`config.mk`:
```
export PLATFORM = sky130hd
export DESIGN_NAME = sync_pulse_gen
export DESIGN_NICKNAME = d
export VERILOG_FILES = /design/src/rtl/sync_gen_pkg.sv /design/src/rtl/sync_cnt.sv /design/src/rtl/sync_rise.sv /design/src/rtl/sync_outsel.sv /design/src/rtl/sync_pulse_gen.sv
export SDC_FILE = /design/constraint.sdc
export NUM_CORES = 1
export LEC_CHECK = 0
export ABC_AREA = 1
export BUFFER_PORTS_ARGS = -buffer_cell sky130_fd_sc_hd__buf_2
export CORE_UTILIZATION = 40
export DETAILED_ROUTE_END_ITERATION = 12
export GPL_TIMING_DRIVEN = 0
export HOLD_SLACK_MARGIN = 0.02
export PLACE_DENSITY = 0.69
export REMOVE_ABC_BUFFERS = 1
export SETUP_SLACK_MARGIN = 0.3
export SLEW_MARGIN = 25
export SYNTH_ARGS = -nofsm -noshare
export SYNTH_HDL_FRONTEND = slang
export SYNTH_SLANG_ARGS = --single-unit
```
`constraint.sdc`:
```
create_clock -name clk -period 1.7 [get_ports clk]
set_input_delay 0.17 -clock clk [delete_from_list [all_inputs] [get_ports clk]]
set_output_delay 0.17 -clock clk [all_outputs]
set_load 0.05 [all_outputs]
```
`src/rtl/sync_gen_pkg.sv`:
```
package sync_gen_pkg;
  typedef enum logic [1:0] {
    SRC_EDGE = 2'b00,
    SRC_TC   = 2'b01,
    SRC_SHOT = 2'b10,
    SRC_OFF  = 2'b11
  } sync_src_e;
endpackage

```
`src/rtl/sync_cnt.sv`:
```
module sync_cnt #(
  parameter int unsigned CNT_W      = 20,
  parameter int unsigned PER_EXP [4] = '{8, 12, 16, 20}
) (
  input  logic             clk,
  input  logic             rst,
  input  logic             reload,
  input  logic [1:0]       psel,
  output logic [CNT_W-1:0] cnt_o,
  output logic             tc_next_o,
  output logic             tc_o
);
  localparam logic [CNT_W-1:0] ALL_ONES = {CNT_W{1'b1}};

  logic [CNT_W-1:0] mask_tbl [4];

  // One low-bit mask per period choice
  for (genvar g = 0; g < 4; g++) begin : g_mask
    localparam logic [CNT_W-1:0] MASK_G = ALL_ONES >> (CNT_W - PER_EXP[g]);
    assign mask_tbl[g] = MASK_G;
  end

  logic [CNT_W-1:0] cnt_q;

  assign tc_next_o = &(cnt_q | ~mask_tbl[psel]);

  always_ff @(posedge clk) begin
    if (rst) begin
      cnt_q <= '0;
      tc_o  <= 1'b0;
    end else begin
      tc_o  <= tc_next_o;
      cnt_q <= reload ? '0 : cnt_q + 1'b1;
    end
  end

  assign cnt_o = cnt_q;
endmodule

```
`src/rtl/sync_rise.sv`:
```
module sync_rise (
  input  logic clk,
  input  logic rst,
  input  logic d,
  output logic rise_o
);
  logic d_q;

  always_ff @(posedge clk) begin
    if (rst) d_q <= 1'b0;
    else     d_q <= d;
  end

  assign rise_o = d & ~d_q;
endmodule

```
`src/rtl/sync_outsel.sv`:
```
module sync_outsel
  import sync_gen_pkg::*;
(
  input  logic      clk,
  input  logic      rst,
  input  sync_src_e src,
  input  logic      edge_in,
  input  logic      tc_in,
  input  logic      shot_in,
  output logic      sync_o
);
  logic pick;

  always_comb begin
    unique case (src)
      SRC_EDGE: pick = edge_in;
      SRC_TC:   pick = tc_in;
      SRC_SHOT: pick = shot_in;
      default:  pick = 1'b0;
    endcase
  end

  always_ff @(posedge clk) begin
    if (rst) sync_o <= 1'b0;
    else     sync_o <= pick;
  end
endmodule

```
`src/rtl/sync_pulse_gen.sv`:
```
module sync_pulse_gen
  import sync_gen_pkg::*;
#(
  parameter int unsigned CNT_W       = 20,
  parameter int unsigned SAMP_W      = 12,
  parameter int unsigned PER_EXP [4] = '{8, 12, 16, 20}
) (
  input  logic              clk,
  input  logic              rst,
  input  logic              sync_in,
  input  logic [1:0]        period_sel,
  input  logic              resync_en,
  input  logic [1:0]        out_src,
  input  logic              shot_trig,
  output logic              tc_o,
  output logic              sync_o,
  output logic [SAMP_W-1:0] sample_o
);
  logic [CNT_W-1:0] cnt;
  logic             tc_next;
  logic             sync_rise_w;
  logic             shot_rise_w;
  logic             reload;

  assign reload = resync_en & sync_in;

  sync_cnt #(.CNT_W(CNT_W), .PER_EXP(PER_EXP)) u_cnt (
    .clk       (clk),
    .rst       (rst),
    .reload    (reload),
    .psel      (period_sel),
    .cnt_o     (cnt),
    .tc_next_o (tc_next),
    .tc_o      (tc_o)
  );

  sync_rise u_sync_edge (
    .clk    (clk),
    .rst    (rst),
    .d      (sync_in),
    .rise_o (sync_rise_w)
  );

  sync_rise u_shot_edge (
    .clk    (clk),
    .rst    (rst),
    .d      (shot_trig),
    .rise_o (shot_rise_w)
  );

  sync_outsel u_sel (
    .clk     (clk),
    .rst     (rst),
    .src     (sync_src_e'(out_src)),
    .edge_in (sync_rise_w),
    .tc_in   (tc_next),
    .shot_in (shot_rise_w),
    .sync_o  (sync_o)
  );

  assign sample_o = cnt[SAMP_W-1:0];
endmodule

```
==> qor.yml <==
status: "finished, violations left"
violations: "DRC"
routedWlPerCell_um: 11.88
synth_top_family_by_area: "simple AND/OR/NAND/NOR gates"
vias_per_cell: 5.096
slew_headroom_pct: 61.44
p_total_uw: 958.0
crit_type: "flip-flop to flip-flop"
dp.cells: 205
ys_ff_latch: 24
drtIter0Drc: 31
grt_max_degree: 14
antenna_found_initial: 0
wl_um: 2482
die_w_um: 57.42
fin_util_pct: 47.99
yosys.area.top_type: "dfxtp_1"
synth_fa_ha_area_share_pct: 1.018
ys.flop_type: "dfxtp_1"
crit_chain: "ha_4 > nand3_4 > nor3_4 > nand4_1 > a21oi_1"
post_cts_buffers: 0
synth-simple-area-share_pct: 32.69
rsz0062_at_grt: "yes"
hold_viol: 0
fin_setup_tns_ns: 0
crit_path_end_kind: "flip-flop"
hp-class: "input pin to flip-flop"
synth-edff-count: 0
placed_area_um2: 1282
multi_input_area_um2: 610.6
synth_xor_area_share_pct: 2.138
first_pass_iters: 8
yosysUniqueCellTypes: 27
clock_latency_ns: 0.32
numCtsBuffers: 3
num_io_pins: 23
synth-compound-area-share_pct: 11.51
grt_pass1_vias: 964
grt_overflow: 0
synth.area.mux_share_pct: 0
final.period_utilization_pct: 77.91
synthCells: 165
required_ns: 1.94
grt_pass1_wl_um: 4057
worstMarginPinSlew_ns: 0.5784
cts_root_buf: "clkbuf_4"
cts.hold.buffers_added: 0
crit_arrival_ns: 1.56
fp.dieH_um: 57.42
fin_cells: 209
cp_slowest_cell: "dfxtp_4"
fillers: 287
power_density_nw_per_um2: 705.7
syn_avg_cell_area_um2: 7.447
ys.warnings.count: 0
rows: 19
cp_max_fo: 6
finalSetupViolations: 0
drive_gt1_share_pct: 28.65
antenna_cells: 0
async_flop_share_pct: 0
dp_hpwl_um: 1841
nets: 189
critPathLaunchType: "flip-flop"
htree_num_levels: 1
max_stage_delay_ns: 0.40
die_area_um2: 3297
yosysTopAreaCellShare_pct: 39.10
vias: 1065
core-area_um2: 2829
numClockSinks: 24
fmax_mhz: 755.0
drv_slew: 0
cts_tree: "done"
reg2reg_from: "u_cnt.cnt_o[0]"
seq_area_um2: 490.5
p_leak_uw: 0.0004969
min_to: "u_shot_edge.d_q"
final_area_um2: 1358
clk_pin_slew_ns: 0.12
start_util_pct: 43.43
finClkSkew_ns: 0.008889
ff2ff_path_depth: 5
r2r-end: "u_cnt.cnt_o[16]"
syn_to_final_growth_pct: 10.49
port_buffers: 22
whs_path_depth: 3
syn_area_um2: 1229
drv_cap: 0
ant_nets: 0
gp_congestion: 0.8338
clk_path_buf_depth: 2
post-route-min-period_ns: 1.325
r2r_slack_ns: 0.38
hp-start: "shot_trig"
yosys-top-cells-area: "dfxtp_1, nand2_1, nor2_1"
ys_seq_area_share_pct: 39.10
vdd.ir_drop.worst_v: 0.0004449
route.detailed.drc: 2
grt_util_all_layers_pct: 15.88
[registers in the layout (all words and copies together), names as in the netlist]
name	cells
u_cnt.cnt_o	20
u_cnt.tc_o	1
u_sel.sync_o	1
u_shot_edge.d_q	1
u_sync_edge.d_q	1
[cell type report]
class | instances | share of cell area, %
Tap cell | 31 | 2.857
Timing Repair Buffer | 22 | 8.111
Clock buffer | 4 | 2.673
Multi-Input combinational cell | 109 | 44.98
Sequential cell | 24 | 36.13
Inverter | 19 | 5.253
[cells in the mapped netlist (2+ instances only)]
cell,count
xnor2_1,2
nor2_4,2
nor3_1,2
nand3_4,2
nand2_1,28
dfxtp_1,24
buf_4,12
inv_1,17
nand3_1,4
nor2_2,4
o21ai_0,8
a21oi_1,14
nand4_1,5
nand2_2,2
nor2_1,27
[kinds of logic after synthesis]
logic type / Yosys count
flops: 24
xor+xnor: 3
compound gates: 26
simple gates: 79
buf+inv: 32
fa+ha+maj: 1
[critical path, delay by kind of cell, from the launching register on]
family	cells	cell delay (ns)
flops	1	0.40
compound gates	1	0.17
fa+ha+maj	1	0.16
simple gates	3	0.52
[metrics by stage]
step	setup slack [ns]	hold WS, ns
2_1_floorplan	-0.03886	0.2412
6_report	0.3755	0.07328
3_5_place_dp	-0.3654	0.3991
3_3_place_gp	-0.2567	0.3900
5_1_grt	0.2664	0.05522
4_1_cts	0.3259	0.06467
[cells in the final DEF (no fill, tap or decap), drive strengths merged, types with 2 or more instances in the layout]
| cell | Yosys | final |
|---|---|---|
| nand2 | 30 | 30 |
| nand3 | 7 | 7 |
| nor3 | 3 | 3 |
| nor2 | 33 | 33 |
| a21oi | 14 | 14 |
| nand4 | 5 | 5 |
| dfxtp | 24 | 24 |
| inv | 18 | 18 |
| clkbuf | 0 | 4 |
| o21ai | 9 | 9 |
| xnor2 | 2 | 2 |
| buf | 13 | 22 |
[routing by layer]
| metal | GRT usage [%] | up-vias | routed length [um] |
|---|---|---|---|
| met1 | 18.30 | 491 | 1106 |
| met5 | 0 | - | 0 |
| met2 | 28.24 | 27 | 1221 |
| met3 | 4.989 | 2 | 135 |
| met4 | 4.181 | 0 | 18 |
| li1 | - | 545 | - |
[report_power, final]
part           internal, uW  total [uW]  switching, uW
clock                   131         302            171
combinational          26.1        78.5           52.4
sequential              570         578           7.51
total                   727         958            231
[how the worst max path moves through the flow]
stage,start,to,slack [ns]
floorplan,u_cnt.cnt_o[0],u_cnt.cnt_o[18],-0.04
global placement,rst,u_cnt.cnt_o[8],-0.26
detailed placement,rst,u_cnt.cnt_o[8],-0.37
CTS,u_cnt.cnt_o[0],u_cnt.cnt_o[16],0.33
global route,u_cnt.cnt_o[0],u_cnt.cnt_o[16],0.27
finish,u_cnt.cnt_o[0],u_cnt.cnt_o[16],0.38
[repair_timing]
item | 4_1_cts | 5_1_grt
pin swaps | 1 | 0
setup endpoints to repair | 13 | 10
resized for setup | 5 | 8
Power figures use the tool's default switching activity.
